File: src/rtl/tpm_cmdbuf_pkg.sv
package tpm_cmdbuf_pkg;

    // Register offsets within a locality page
    localparam logic [11:0] OFS_LOC_STATE   = 12'h000;
    localparam logic [11:0] OFS_LOC_CTRL    = 12'h008;
    localparam logic [11:0] OFS_LOC_STS     = 12'h00C;
    localparam logic [11:0] OFS_INTF_ID     = 12'h030;
    localparam logic [11:0] OFS_CTRL_REQ    = 12'h040;
    localparam logic [11:0] OFS_CTRL_STS    = 12'h044;
    localparam logic [11:0] OFS_CTRL_CANCEL = 12'h048;
    localparam logic [11:0] OFS_CTRL_START  = 12'h04C;
    localparam logic [11:0] OFS_CMD_SIZE    = 12'h058;
    localparam logic [11:0] OFS_CMD_ADDR    = 12'h05C;
    localparam logic [11:0] OFS_RSP_SIZE    = 12'h064;
    localparam logic [11:0] OFS_RSP_ADDR    = 12'h068;

    // Exact-match command codes
    localparam logic [31:0] CODE_TAKE_LOC   = 32'h1;
    localparam logic [31:0] CODE_DROP_LOC   = 32'h2;
    localparam logic [31:0] CODE_WAKE       = 32'h1;
    localparam logic [31:0] CODE_SLEEP      = 32'h2;
    localparam logic [31:0] CODE_INVOKE     = 32'h1;

    localparam logic [7:0]  NO_LOCALITY     = 8'hFF;
    localparam logic [7:0]  HOME_LOCALITY   = 8'h00;

    typedef enum logic { LOC_FREE,  LOC_HELD    } loc_state_e;
    typedef enum logic { PWR_IDLE,  PWR_READY   } pwr_state_e;
    typedef enum logic { CMD_CLEAR, CMD_PENDING } cmd_state_e;

    // Interface identity word, built from its fields
    function automatic logic [31:0] intf_id_word();
        logic [31:0] w;
        w        = '0;
        w[3:0]   = 4'd1;   // interface type: buffer active
        w[7:4]   = 4'd1;   // interface version
        w[8]     = 1'b0;   // locality 0 only
        w[9]     = 1'b0;   // no idle bypass
        w[12:11] = 2'b11;  // 64-byte transfers
        w[13]    = 1'b0;   // no FIFO interface
        w[14]    = 1'b1;   // buffer interface present
        w[18:17] = 2'd1;   // selector
        w[31:24] = 8'd0;   // revision
        return w;
    endfunction

endpackage

File: src/rtl/tpm_cmdbuf_loc.sv
module tpm_cmdbuf_loc
    import tpm_cmdbuf_pkg::*;
(
    input  logic        clk,
    input  logic        rst_n,
    input  logic        ctrl_wr,
    input  logic [31:0] wdata,
    output logic        held,
    output logic [7:0]  active_loc
);

    loc_state_e loc_q, loc_d;

    always_ff @(posedge clk) begin
        if (!rst_n) loc_q <= LOC_FREE;
        else        loc_q <= loc_d;
    end

    // GRANT / RELEASE transitions
    always_comb begin
        loc_d = loc_q;
        if (ctrl_wr) begin
            unique case (loc_q)
                LOC_FREE: if (wdata == CODE_TAKE_LOC) loc_d = LOC_HELD;
                LOC_HELD: if (wdata == CODE_DROP_LOC) loc_d = LOC_FREE;
            endcase
        end
    end

    always_comb begin
        held       = (loc_q == LOC_HELD);
        active_loc = held ? HOME_LOCALITY : NO_LOCALITY;
    end

endmodule

File: src/rtl/tpm_cmdbuf_seq.sv
module tpm_cmdbuf_seq
    import tpm_cmdbuf_pkg::*;
#(
    parameter int PAGE_W = 4
) (
    input  logic              clk,
    input  logic              rst_n,
    input  logic              req_wr,
    input  logic              start_wr,
    input  logic              cancel_wr,
    input  logic [31:0]       wdata,
    input  logic [PAGE_W-1:0] wr_page,
    input  logic [7:0]        active_loc,
    input  logic              eng_done,
    input  logic              eng_err,
    output logic              eng_start,
    output logic              eng_cancel,
    output logic              pending,
    output logic              idle,
    output logic              fatal
);

    cmd_state_e cmd_q, cmd_d;
    pwr_state_e pwr_q, pwr_d;
    logic       start_q, cancel_q, fatal_q;
    logic       start_ok, cancel_ok;

    assign start_ok  = start_wr && (wdata == CODE_INVOKE) && (cmd_q == CMD_CLEAR)
                    && (active_loc != NO_LOCALITY)
                    && (active_loc == 8'(wr_page));
    assign cancel_ok = cancel_wr && (wdata == CODE_INVOKE) && (cmd_q == CMD_PENDING);

    always_ff @(posedge clk) begin
        if (!rst_n) begin
            cmd_q    <= CMD_CLEAR;
            pwr_q    <= PWR_IDLE;
            start_q  <= 1'b0;
            cancel_q <= 1'b0;
            fatal_q  <= 1'b0;
        end else begin
            cmd_q    <= cmd_d;
            pwr_q    <= pwr_d;
            start_q  <= start_ok;
            cancel_q <= cancel_ok;
            fatal_q  <= fatal_q | (eng_done & eng_err);
        end
    end

    // LAUNCH / FINISH and WAKE / SLEEP transitions
    always_comb begin
        cmd_d = cmd_q;
        unique case (cmd_q)
            CMD_CLEAR:   if (start_ok) cmd_d = CMD_PENDING;
            CMD_PENDING: if (eng_done) cmd_d = CMD_CLEAR;
        endcase
        pwr_d = pwr_q;
        if (req_wr) begin
            unique case (pwr_q)
                PWR_IDLE:  if (wdata == CODE_WAKE)  pwr_d = PWR_READY;
                PWR_READY: if (wdata == CODE_SLEEP) pwr_d = PWR_IDLE;
            endcase
        end
    end

    always_comb begin
        eng_start  = start_q;
        eng_cancel = cancel_q;
        pending    = (cmd_q == CMD_PENDING);
        idle       = (pwr_q == PWR_IDLE);
        fatal      = fatal_q;
    end

endmodule

File: src/rtl/tpm_cmdbuf_rdmux.sv
module tpm_cmdbuf_rdmux
    import tpm_cmdbuf_pkg::*;
#(
    parameter logic [31:0] BASE_ADDR = 32'hFED4_0000,
    parameter logic [31:0] WIN_SIZE  = 32'h0000_1000,
    parameter logic [31:0] DATA_OFS  = 32'h0000_0080
) (
    input  logic [11:0] ofs,
    input  logic        held,
    input  logic [2:0]  loc_field,
    input  logic        est_flag,
    input  logic        idle,
    input  logic        fatal,
    input  logic        pending,
    output logic [31:0] rdata
);

    localparam logic [31:0] BUF_SIZE = WIN_SIZE - DATA_OFS;
    localparam logic [31:0] BUF_ADDR = BASE_ADDR + DATA_OFS;

    logic [31:0] word;

    always_comb begin
        unique case ({ofs[11:2], 2'b00})
            OFS_LOC_STATE:  word = {24'h0, 1'b1, 2'b00, loc_field, held, ~est_flag};
            OFS_LOC_STS:    word = {30'h0, 1'b0, held};
            OFS_INTF_ID:    word = intf_id_word();
            OFS_CTRL_STS:   word = {30'h0, idle, fatal};
            OFS_CTRL_START: word = {31'h0, pending};
            OFS_CMD_SIZE:   word = BUF_SIZE;
            OFS_CMD_ADDR:   word = BUF_ADDR;
            OFS_RSP_SIZE:   word = BUF_SIZE;
            OFS_RSP_ADDR:   word = BUF_ADDR;
            default:        word = 32'h0;
        endcase
        rdata = word >> {ofs[1:0], 3'b000};
    end

endmodule

File: src/rtl/tpm_cmdbuf_regs.sv
module tpm_cmdbuf_regs
    import tpm_cmdbuf_pkg::*;
#(
    parameter logic [31:0] BASE_ADDR = 32'hFED4_0000,
    parameter logic [31:0] WIN_SIZE  = 32'h0000_1000,
    parameter logic [31:0] DATA_OFS  = 32'h0000_0080
) (
    input  logic        clk,
    input  logic        rst_n,
    input  logic        bus_wr,
    input  logic [15:0] bus_addr,
    input  logic [31:0] bus_wdata,
    output logic [31:0] bus_rdata,
    output logic        eng_start,
    output logic        eng_cancel,
    input  logic        eng_done,
    input  logic        eng_err,
    input  logic        est_flag
);

    localparam int PAGE_LSB = 12;
    localparam int PAGE_W   = 16 - PAGE_LSB;

    logic [11:0]       ofs;
    logic [PAGE_W-1:0] page;
    logic              loc_wr, req_wr, start_wr, cancel_wr;
    logic              loc_held, cmd_pending, pwr_idle, sts_fatal;
    logic [7:0]        active_loc;

    assign ofs       = bus_addr[PAGE_LSB-1:0];
    assign page      = bus_addr[15:PAGE_LSB];
    assign loc_wr    = bus_wr && (ofs == OFS_LOC_CTRL);
    assign req_wr    = bus_wr && (ofs == OFS_CTRL_REQ);
    assign start_wr  = bus_wr && (ofs == OFS_CTRL_START);
    assign cancel_wr = bus_wr && (ofs == OFS_CTRL_CANCEL);

    tpm_cmdbuf_loc u_loc (
        .clk        (clk),
        .rst_n      (rst_n),
        .ctrl_wr    (loc_wr),
        .wdata      (bus_wdata),
        .held       (loc_held),
        .active_loc (active_loc)
    );

    tpm_cmdbuf_seq #(.PAGE_W(PAGE_W)) u_seq (
        .clk        (clk),
        .rst_n      (rst_n),
        .req_wr     (req_wr),
        .start_wr   (start_wr),
        .cancel_wr  (cancel_wr),
        .wdata      (bus_wdata),
        .wr_page    (page),
        .active_loc (active_loc),
        .eng_done   (eng_done),
        .eng_err    (eng_err),
        .eng_start  (eng_start),
        .eng_cancel (eng_cancel),
        .pending    (cmd_pending),
        .idle       (pwr_idle),
        .fatal      (sts_fatal)
    );

    tpm_cmdbuf_rdmux #(
        .BASE_ADDR (BASE_ADDR),
        .WIN_SIZE  (WIN_SIZE),
        .DATA_OFS  (DATA_OFS)
    ) u_rdmux (
        .ofs       (ofs),
        .held      (loc_held),
        .loc_field (loc_held ? active_loc[2:0] : 3'b000),
        .est_flag  (est_flag),
        .idle      (pwr_idle),
        .fatal     (sts_fatal),
        .pending   (cmd_pending),
        .rdata     (bus_rdata)
    );

endmodule

File: config.mk
export PLATFORM = sky130hd
export DESIGN_NAME = tpm_cmdbuf_regs
export DESIGN_NICKNAME = d
export VERILOG_FILES = /design/src/rtl/tpm_cmdbuf_pkg.sv /design/src/rtl/tpm_cmdbuf_loc.sv /design/src/rtl/tpm_cmdbuf_seq.sv /design/src/rtl/tpm_cmdbuf_rdmux.sv /design/src/rtl/tpm_cmdbuf_regs.sv
export SDC_FILE = /design/constraint.sdc
export NUM_CORES = 1
export LEC_CHECK = 0
export BUFFER_PORTS_ARGS = -buffer_cell sky130_fd_sc_hd__buf_2
export CORE_MARGIN = 2
export CORE_UTILIZATION = 38
export DETAILED_ROUTE_END_ITERATION = 10
export GPL_ROUTABILITY_DRIVEN = 0
export PLACE_DENSITY = 0.74
export SYNTH_ARGS = -nofsm -noshare
export SYNTH_HDL_FRONTEND = slang
export SYNTH_HIERARCHICAL = 1
export SYNTH_SLANG_ARGS = --single-unit
File: constraint.sdc
create_clock -name clk -period 3.5 [get_ports clk]
set_input_delay 0.525 -clock clk [delete_from_list [all_inputs] [get_ports clk]]
set_output_delay 0.525 -clock clk [all_outputs]
set_load 0.02 [all_outputs]
==> flow_metrics.env <==
export IMPL_crit_type="primary input to output pin"
export IMPL_synth_top_area_frac=0.116
export IMPL_area_growth_pct=21.3
export IMPL_hold_depth=2
export IMPL_overflow=0
export IMPL_first_iter_violations=48
export IMPL_ys_warn_count=6
export IMPL_synth_top_family_by_area="simple AND/OR/NAND/NOR gates"
export IMPL_synth_area_mux_share=0.0405
export IMPL_numCtsBuffers=3
export IMPL_cts_buffer_depth=2
export IMPL_critPathCaptureType="output pin"
export IMPL_hold_path_class="register to register"
export IMPL_period_minus_slack_ns=2.74
export IMPL_die_height_um=63.8
export IMPL_hold_end="u_seq/fatal$_SDFF_PN0_"
export IMPL_drive_gt1_frac=0.449
export IMPL_cts_resized=0
export IMPL_drc=0
export IMPL_synth_fa_ha_area_frac=0
export IMPL_drtPass1Iterations=4
export IMPL_io_buffers=85
export IMPL_critPathRequiredTime_ns=2.97
export IMPL_io_pins=88
export IMPL_worstPathArrival_ns=2.21
export IMPL_fin_util=0.487
export IMPL_fin_nets=301
export IMPL_place_hpwl_mm=2.85
export IMPL_setup_viol=0
export IMPL_synthSimpleGateAreaFrac=0.441
export IMPL_post_cts_buffers=0
export IMPL_reg2reg_to="u_seq/pending$_SDFF_PN0_"
export IMPL_cts_tree="yes"
export IMPL_clock_sinks=6
export IMPL_synth_xor_area_share=0.0322
export IMPL_dieArea_um2=4070
export IMPL_clkLatencyLatePin_ns=0.24
export IMPL_ant_nets=0
export IMPL_maxCapViolations=0
export IMPL_synth_most_common_cell="buf_4"
export IMPL_grtUsageTotal=0.170
export IMPL_start_util=0.401
export IMPL_synth_seq_cells=6
export IMPL_vias_per_cell=5.41
export IMPL_synth_cell_types=59
export IMPL_yosysTopAreaCell="buf_4"
export IMPL_wl_per_cell_um=12.4
export IMPL_synth_area_leaders="buf_4, dfxtp_1, nor4_1, nor3_1, nor4_2"
export IMPL_whs_ns=0.499
export IMPL_hold_buffers=0
export IMPL_synthArstFlopShare=0
export IMPL_vdd_drop_max_mv=0.0803
export IMPL_start_kind="primary input"
export IMPL_cts_root_buf="clkbuf_4"
export IMPL_antenna_found_initial=0
export IMPL_grt_pass1_wl_mm=5.86
export IMPL_finalHoldViolations=0
export IMPL_status="completed"
export IMPL_diodes=0
export IMPL_fp_dieW_um=63.8
export IMPL_max_freq_ghz=0.365
export IMPL_drv_slew=0
export IMPL_rr_startpoint="u_loc/held$_SDFFE_PN0P_"
export IMPL_reg2regPathDepth=5
export IMPL_place_area_um2=1630
export IMPL_cts_htree_levels=1
export IMPL_setup_slack_ns=0.763
export IMPL_avgSynthCellArea_um2=7.35
export IMPL_yosys_top_cells_count="buf_4, nor4_1, nor3_1"
export IMPL_fp_row_count=21
export IMPL_ys_flop_type="dfxtp_1"
export IMPL_synth_compound_area_share=0.203
export IMPL_grt_max_degree=21
export IMPL_synth_seq_area_share=0.0883
export IMPL_fp_coreArea_um2=3390
export IMPL_vias=1575
export IMPL_r2r_slack_ns=1.86
export IMPL_fin_area_um2=1650
export IMPL_tns_ns=0
export IMPL_period_share=0.782
export IMPL_holdCritStartpoint="u_seq/fatal$_SDFF_PN0_"
export IMPL_first_global_vias=1330
export IMPL_clk_pin_slew_ns=0.04
export IMPL_synth_edf_count=0
export IMPL_p_leak_nw=0.708
export IMPL_netlist_area_um2=1360
export IMPL_place_ws_ns=0.755
export IMPL_rsz0062_at_grt="false"
export IMPL_postSynthCellCount=185
export IMPL_critPathMaxFanout=10
export IMPL_clock_skew_final_ns=0.000331
export IMPL_finalWirelength_mm=3.60
export IMPL_powerDensity_nw_per_um2=146
-- cells in the final DEF, fill, tap and decap left out, drive strengths merged, types with 3 or more instances in the layout --
cell and n:
nand3 5, nor4 19, or4 4, nor3 11, or3 3, nand2b 4, o21ai 7, a31oi 4
nand4 6, a21oi 10, a211oi 3, nand2 9, and2 6, xor2 4, inv 11, dfxtp 6
nand3b 3, clkbuf 3, buf 85, nor2 9
-- layer usage --
metal	global-route usage	wire length, um	part of all wire	vias up
met3	0.00704	233	0.065	0
met5	0	0	0	-
met4	0.0489	0	0	0
li1	-	-	-	809
met2	0.280	1670	0.46	65
met1	0.239	1690	0.47	701
-- per-stage QoR --
step           power [mW]  cells
6_report            0.241    291
5_1_grt             0.265    291
4_1_cts             0.243    291
3_5_place_dp        0.179    288
3_3_place_gp        0.178    288
2_1_floorplan       0.132    186
-- worst max path at each step --
| stage | startpoint | depth (start not counted) | end |
|---|---|---|---|
| after global placement | bus_addr[1] | 7 | u_loc/held$_SDFFE_PN0P_ |
| after detailed placement | bus_addr[1] | 7 | u_loc/held$_SDFFE_PN0P_ |
| after global routing | bus_addr[7] | 6 | bus_rdata[30] |
| after floorplan | bus_addr[7] | 6 | bus_rdata[26] |
| final | bus_addr[7] | 6 | bus_rdata[26] |
| after CTS | bus_addr[7] | 6 | bus_rdata[29] |
-- kinds of logic after synthesis --
logic type	after synthesis
AOI/OAI and AO/OA	37
xor gates and xnor gates	5
buffers and inverters	40
DFF	6
muxes	4
other	1
and+or+nand+nor	92
-- sequential cells by signal, indices dropped and copies added (netlist names) --
signal,cells
u_seq/fatal,1
u_loc/held,1
u_seq/pwr_q,1
u_seq/eng_start,1
u_seq/eng_cancel,1
u_seq/pending,1
-- final cells by class --
type / count / area [um2]
well taps: 46 / 57.6
clock buffers: 3 / 22.5
flip-flops and latches: 6 / 120
inverters: 11 / 41.3
multi-input cells: 140 / 982
repair buffers: 85 / 425
fillers: 366 / 1740
-- power by group --
group | internal (mW) | switching (mW) | leakage [nW]
Clock | 0.0387 | 0.0234 | 0.0138
Sequential | 0.0694 | 0.000425 | 0.0485
Combinational | 0.0456 | 0.0634 | 0.646
-- critical path: stages --
cell     delay, ns
buf_2         0.11
nor3_1        0.31
nand2_1       0.21
a211o_1       0.39
nor3_1        0.41
buf_2         0.26
Note: power is estimated with default switching activity, not from simulation.
